File: src/rtl/levelflag_fifo_pkg.sv
// Package: shared types for the level-flagged FIFO.
// Assumes: nothing beyond IEEE 1800-2017.
package levelflag_fifo_pkg;

    // Registered status bundle produced by the flag stage.
    typedef struct packed {
        logic empty;
        logic near_empty;
        logic full;
        logic near_full;
    } fifo_status_t;

    // Status value forced by reset.
    localparam fifo_status_t STATUS_AT_RESET = '{empty: 1'b1, near_empty: 1'b1,
                                                 full: 1'b0, near_full: 1'b0};

endpackage

File: src/rtl/lf_fifo_ptrs.sv
// Module: lf_fifo_ptrs
// Keeps the write pointer, the read pointer and the occupancy counter.
// It decides which requests are accepted and presents the occupancy the
// next edge will hold.
// Assumes: DEPTH >= 2; the pointers wrap at DEPTH, which need not be a power of two.
module lf_fifo_ptrs #(
    parameter int DEPTH  = 16,
    parameter int ADDR_W = $clog2(DEPTH),
    parameter int CNT_W  = $clog2(DEPTH + 1)
) (
    input  logic              clk,
    input  logic              rst_n,
    input  logic              push,
    input  logic              pop,
    output logic              wr_fire,
    output logic              rd_fire,
    output logic [ADDR_W-1:0] wr_ptr,
    output logic [ADDR_W-1:0] rd_ptr,
    output logic [CNT_W-1:0]  occupancy,
    output logic [CNT_W-1:0]  occupancy_nxt
);

    localparam logic [CNT_W-1:0]  CNT_FULL = CNT_W'(DEPTH);
    localparam logic [ADDR_W-1:0] PTR_LAST = ADDR_W'(DEPTH - 1);

    // Purpose: accept requests only when the buffer can serve them.
    always_comb begin
        wr_fire = push && (occupancy != CNT_FULL);
        rd_fire = pop  && (occupancy != '0);
    end

    // Purpose: form the occupancy that the next edge will hold.
    always_comb begin
        occupancy_nxt = occupancy;
        if (wr_fire && !rd_fire) begin
            occupancy_nxt = occupancy + CNT_W'(1);
        end else if (rd_fire && !wr_fire) begin
            occupancy_nxt = occupancy - CNT_W'(1);
        end
    end

    // Purpose: advance the pointers with wrap at DEPTH, and store the occupancy.
    always_ff @(posedge clk) begin
        if (!rst_n) begin
            wr_ptr    <= '0;
            rd_ptr    <= '0;
            occupancy <= '0;
        end else begin
            if (wr_fire) begin
                wr_ptr <= (wr_ptr == PTR_LAST) ? '0 : wr_ptr + ADDR_W'(1);
            end
            if (rd_fire) begin
                rd_ptr <= (rd_ptr == PTR_LAST) ? '0 : rd_ptr + ADDR_W'(1);
            end
            occupancy <= occupancy_nxt;
        end
    end

endmodule

File: src/rtl/lf_fifo_store.sv
// Module: lf_fifo_store
// The storage array of DEPTH words, with one write port and one read port.
// The read word is registered and holds its value between accepted reads.
// Assumes: the controller never reads and writes the same slot at one edge.
// A full buffer blocks writes, so this cannot happen.
module lf_fifo_store #(
    parameter int DATA_W = 9,
    parameter int DEPTH  = 16,
    parameter int ADDR_W = $clog2(DEPTH)
) (
    input  logic              clk,
    input  logic              rst_n,
    input  logic              wr_fire,
    input  logic [ADDR_W-1:0] wr_addr,
    input  logic [DATA_W-1:0] wr_word,
    input  logic              rd_fire,
    input  logic [ADDR_W-1:0] rd_addr,
    output logic [DATA_W-1:0] rd_word
);

    logic [DATA_W-1:0] cells [DEPTH];

    // Purpose: write an accepted word into its slot (storage has no reset).
    always_ff @(posedge clk) begin
        if (wr_fire) begin
            cells[wr_addr] <= wr_word;
        end
    end

    // Purpose: register the word at the read address when a read is accepted.
    always_ff @(posedge clk) begin
        if (!rst_n) begin
            rd_word <= '0;
        end else if (rd_fire) begin
            rd_word <= cells[rd_addr];
        end
    end

endmodule

File: src/rtl/lf_fifo_flags.sv
// Module: lf_fifo_flags
// Registers the four status flags from the occupancy the next edge will hold.
// The near flags compare against the trip levels as they stand at that edge.
// Assumes: the trip levels are in the range 0..DEPTH; any wider value still compares cleanly.
module lf_fifo_flags
    import levelflag_fifo_pkg::*;
#(
    parameter int DEPTH = 16,
    parameter int CNT_W = $clog2(DEPTH + 1)
) (
    input  logic             clk,
    input  logic             rst_n,
    input  logic [CNT_W-1:0] occupancy_nxt,
    input  logic [CNT_W-1:0] empty_level,
    input  logic [CNT_W-1:0] full_level,
    output fifo_status_t     status
);

    localparam logic [CNT_W-1:0] CNT_FULL = CNT_W'(DEPTH);

    fifo_status_t status_nxt;

    // Purpose: decode the next occupancy into flag values.
    always_comb begin
        status_nxt.empty      = (occupancy_nxt == '0);
        status_nxt.near_empty = (occupancy_nxt <= empty_level);
        status_nxt.full       = (occupancy_nxt == CNT_FULL);
        status_nxt.near_full  = (occupancy_nxt >= full_level);
    end

    // Purpose: register the flags, forcing their reset values.
    always_ff @(posedge clk) begin
        if (!rst_n) begin
            status <= STATUS_AT_RESET;
        end else begin
            status <= status_nxt;
        end
    end

endmodule

File: src/rtl/levelflag_fifo.sv
// Module: levelflag_fifo (top)
// A single-clock FIFO with empty, full and run-time programmable near-empty
// and near-full flags. It is built from a pointer/occupancy unit, a storage
// array and a registered flag stage.
// Assumes: one clock; synchronous active-low reset; DATA_W and DEPTH are chosen
// to suit the memory aspect ratio in use.
module levelflag_fifo
    import levelflag_fifo_pkg::*;
#(
    parameter int DATA_W = 9,
    parameter int DEPTH  = 16,
    parameter int ADDR_W = $clog2(DEPTH),
    parameter int CNT_W  = $clog2(DEPTH + 1)
) (
    input  logic              clk,
    input  logic              rst_n,
    input  logic              push,
    input  logic [DATA_W-1:0] push_data,
    input  logic              pop,
    input  logic [CNT_W-1:0]  empty_level,
    input  logic [CNT_W-1:0]  full_level,
    output logic [DATA_W-1:0] pop_data,
    output logic              is_empty,
    output logic              is_full,
    output logic              near_empty,
    output logic              near_full
);

    logic              wr_fire;
    logic              rd_fire;
    logic [ADDR_W-1:0] wr_ptr;
    logic [ADDR_W-1:0] rd_ptr;
    logic [CNT_W-1:0]  occupancy;
    logic [CNT_W-1:0]  occupancy_nxt;
    fifo_status_t      status;

    lf_fifo_ptrs #(.DEPTH(DEPTH), .ADDR_W(ADDR_W), .CNT_W(CNT_W)) u_ptrs (
        .clk           (clk),
        .rst_n         (rst_n),
        .push          (push),
        .pop           (pop),
        .wr_fire       (wr_fire),
        .rd_fire       (rd_fire),
        .wr_ptr        (wr_ptr),
        .rd_ptr        (rd_ptr),
        .occupancy     (occupancy),
        .occupancy_nxt (occupancy_nxt)
    );

    lf_fifo_store #(.DATA_W(DATA_W), .DEPTH(DEPTH), .ADDR_W(ADDR_W)) u_store (
        .clk     (clk),
        .rst_n   (rst_n),
        .wr_fire (wr_fire),
        .wr_addr (wr_ptr),
        .wr_word (push_data),
        .rd_fire (rd_fire),
        .rd_addr (rd_ptr),
        .rd_word (pop_data)
    );

    lf_fifo_flags #(.DEPTH(DEPTH), .CNT_W(CNT_W)) u_flags (
        .clk           (clk),
        .rst_n         (rst_n),
        .occupancy_nxt (occupancy_nxt),
        .empty_level   (empty_level),
        .full_level    (full_level),
        .status        (status)
    );

    // Purpose: present the registered flags at the ports.
    always_comb begin
        is_empty   = status.empty;
        near_empty = status.near_empty;
        is_full    = status.full;
        near_full  = status.near_full;
    end

endmodule

File: config.mk
export PLATFORM = sky130hd
export DESIGN_NAME = levelflag_fifo
export DESIGN_NICKNAME = d
export VERILOG_FILES = /design/src/rtl/levelflag_fifo_pkg.sv /design/src/rtl/lf_fifo_ptrs.sv /design/src/rtl/lf_fifo_store.sv /design/src/rtl/lf_fifo_flags.sv /design/src/rtl/levelflag_fifo.sv
export SDC_FILE = /design/constraint.sdc
export NUM_CORES = 1
export LEC_CHECK = 0
export BUFFER_PORTS_ARGS = -buffer_cell sky130_fd_sc_hd__clkbuf_2
export CAP_MARGIN = 20
export CORE_MARGIN = 2
export CORE_UTILIZATION = 55
export DETAILED_ROUTE_END_ITERATION = 8
export GPL_ROUTABILITY_DRIVEN = 1
export PLACE_DENSITY = 0.77
export SLEW_MARGIN = 25
export SYNTH_ARGS = -nofsm -noshare
export SYNTH_HDL_FRONTEND = slang
export SYNTH_SLANG_ARGS = --single-unit
File: constraint.sdc
create_clock -name clk -period 5.2 [get_ports clk]
set_input_delay 0.78 -clock clk [delete_from_list [all_inputs] [get_ports clk]]
set_output_delay 0.78 -clock clk [all_outputs]
set_load 0.03 [all_outputs]
==> impl_results.md <==
- ANT nets after route: 0
- Unrepaired setup endpoints after global routing: no
- IO Count: 36
- Synth unique cells: 47
- Critical Path Start Type: register
- DR vias/cell: roughly 5.8
- Crit path DAT: roughly 3.6 ns
- Final setup fails: 0
- Num CTS Buffers: 17
- Filler instances: 870
- Measured slew at the worst slew-check pin: 0.977 ns
- Critical path class: register to register
- Synthesis Warnings: 0
- Clk pin slew, worst setup/hold paths: 0.06 ns
- R2r setup slk: 1.94 ns
- Routability cong.: between 0.8 and 0.9
- Input/output buffers: 35
- Syn_nets: roughly 440
- Clock H-tree levels: 4
- Max Used Layer: met4
- Max Slew Vio Count: 0
- Yosys top cell area share: 0.615
- Routed vias: 3600
- Peak VDD IR: 0.242 mV
- Crit share post-route: 0.626
- Layout cell share with drive strength beyond 1: 0.281
- Hold buffer count at CTS: 0
- Status: completed
- Synthesis-stage register bit count: 170
- Layout Area Growth over Synthesis: 13.7%
- Yosys top cell by area: edfxtp_1
- CTS tree: built
- DR pass1 iterations: 4
- TNS Setup: 0 ns
- Power density cells: between 400 and 500 nW/um2
- Final HPWL DP: 8720 um
- Clock Sinks: 170
- Vias in the first global route: 3828
- Total die area: 13700 um2
- Post-cts resize count: 0
- WL met3: 671 um
- Post-layout minimum cycle time: 3.26 ns
- Worst Path Required: 5.50 ns
- DRT met1 WL: about 5700 um
- Largest net degree at the start of global routing: 41
- Lkg Pwr: about 2.7 nW
- Synth async-reset ratio: 0
- Hold Path Class: register to register
- Fin Clk Skew: 0.00787 ns
- Final #Nets: 476
- Primary FF master, synth: edfxtp_1
- Max_slew headroom: 0.347
- Setup Buffers After CTS: 0
- Initial Util: 0.559
- Ant diodes: 0
- Endpoint class of the critical path: register
- Maxcap violations: 0
- Critical path fanouts, max: 15
- Syn Inst Count: ~400
- Design Power: 0.00383 W
- Initial antenna violation count: 0
- EDFF count, synth: about 140
- Initial drt markers: ~320
- First-pass GRT wire length: 21000 um
- Sequential area share after synthesis: 0.689
- Mapped Area: 7030 um2
- Worst-case clock buffer depth: 2
- Root Buffer: clkbuf_16
- Final Hold Viols: 0
- Detail Route met2 WL: roughly 6800 um
- Clock latency on the worst-skew pair: 0.42 ns
- DRC viols: 0
- Largest cells by area after synthesis: edfxtp_1 62%, mux4_2 14%, dfxtp_1 7.4%, ha_1 2.5%, nand2_1 1.9%
- Max Freq: 307 MHz
- Core area: 12600 um2
- Total global-route track usage: 0.218
- DR WL/cell: 21.4 um
- Rows: 41
- Die W: 117 um
- Post-synthesis average cell area: 17.5 um2
- Gr ovfl total: 0
- Detailed-route wire length: roughly 13000 um
- Die height: 117 um
per-layer routing:
layer  vias up  global-route usage
met5         -                   0
met2       111               0.360
li1       1649                   -
met3        16              0.0494
met4         0              0.0855
met1      1824               0.287
synth_stat cells (2+ instances only):
library cell,n
a211oi_1,2
a21boi_0,11
a21oi_1,7
a311oi_1,2
and2_1,8
buf_1,3
buf_2,4
buf_6,3
clkbuf_1,9
dfxtp_1,26
edfxtp_1,144
ha_1,14
inv_1,17
maj3_1,3
mux4_2,45
nand2_1,35
nand2b_1,4
nand3_1,2
nand4_1,3
nor2_1,14
nor2_2,2
nor2b_1,2
nor3_1,8
o21a_1,2
o21ai_0,6
xnor2_1,4
power by group:
part	total, W	internal, W	switching (W)	leakage, nW
clock network	0.00134	0.000851	0.000491	0.306
registers	0.00163	0.00154	0.0000875	1.51
logic	0.000858	0.000412	0.000446	0.855
cell type report:
class / instances / area (um2) / share of cell area
Inverter: 17 / 63.8 / 0.00798
Tap cell: 172 / 215 / 0.0269
Sequential cell: 170 / 4850 / 0.606
Clock buffer: 20 / 437 / 0.0546
Multi-Input combinational cell: 195 / 2040 / 0.255
Clock inverter: 12 / 198 / 0.0247
Timing Repair Buffer: 38 / 198 / 0.0247
cell usage in the layout, fill, tap and decap left out, drive strengths merged, types with 4 or more instances in the layout:
| cell type | count |
|---|---|
| a21boi | 11 |
| a21oi | 8 |
| and2 | 9 |
| bufinv | 5 |
| clkbuf | 55 |
| clkinv | 6 |
| dfxtp | 26 |
| edfxtp | 144 |
| ha | 14 |
| inv | 17 |
| mux4 | 45 |
| nand2 | 35 |
| nand2b | 4 |
| nor2 | 16 |
| nor3 | 8 |
| o21ai | 7 |
| xnor2 | 5 |
cells by family after synthesis:
kind of cell / after synthesis / share of synthesized area
buffers and inverters: 36 / 0.0231
and+or+nand+nor: 88 / 0.0655
AOI/OAI and AO/OA: 39 / 0.0399
adders and majority gates: 17 / 0.0292
xor gates and xnor gates: 5 / 0.00730
muxes: 46 / 0.146
DFF: 170 / 0.689
final timing paths:
path / start / cells after the start / to
hold reg to reg: u_store.rd_word[5] / 2 / u_store.rd_word[5]
setup / recovery: u_ptrs.occupancy[0] / 14 / u_flags.status[0]
setup reg to reg: u_ptrs.occupancy[0] / 14 / u_flags.status[0]
hold / removal: u_store.rd_word[5] / 2 / u_store.rd_word[5]
sequential cells by signal, indices dropped and copies added, names as in the netlist:
signal	count
u_flags.status	4
u_ptrs.occupancy	5
u_ptrs.rd_ptr	4
u_ptrs.wr_ptr	4
u_store.cells	144
u_store.rd_word	9
per-stage QoR:
step | worst slack [ns] | instances | util | hold WS (ns) | area, um2
detailed placement | 1.87 | 592 | 0.585 | 0.460 | 7360
floorplan | 2.52 | 401 | - | 0.488 | 7030
global route | 1.67 | 624 | 0.636 | 0.495 | 7990
global placement | 2.03 | 592 | 0.585 | 0.455 | 7360
CTS | 1.96 | 624 | 0.636 | 0.469 | 7990
finish | 1.94 | 624 | 0.636 | 0.468 | 7990
worst max-delay path, cell delays in order, from the launching register on:
cell and delay (ns):
dfxtp_1 0.43, inv_1 0.07, ha_1 0.24, nor4b_4 0.16, nor2_2 0.53, xnor2_2 0.14, xnor2_1 0.26, inv_1 0.10
ha_1 0.27, nand2b_1 0.15, a211oi_1 0.30, or2_2 0.17, o221ai_1 0.12, o2111ai_1 0.12, nand3_1 0.09
(Power assumes the default switching activity.)
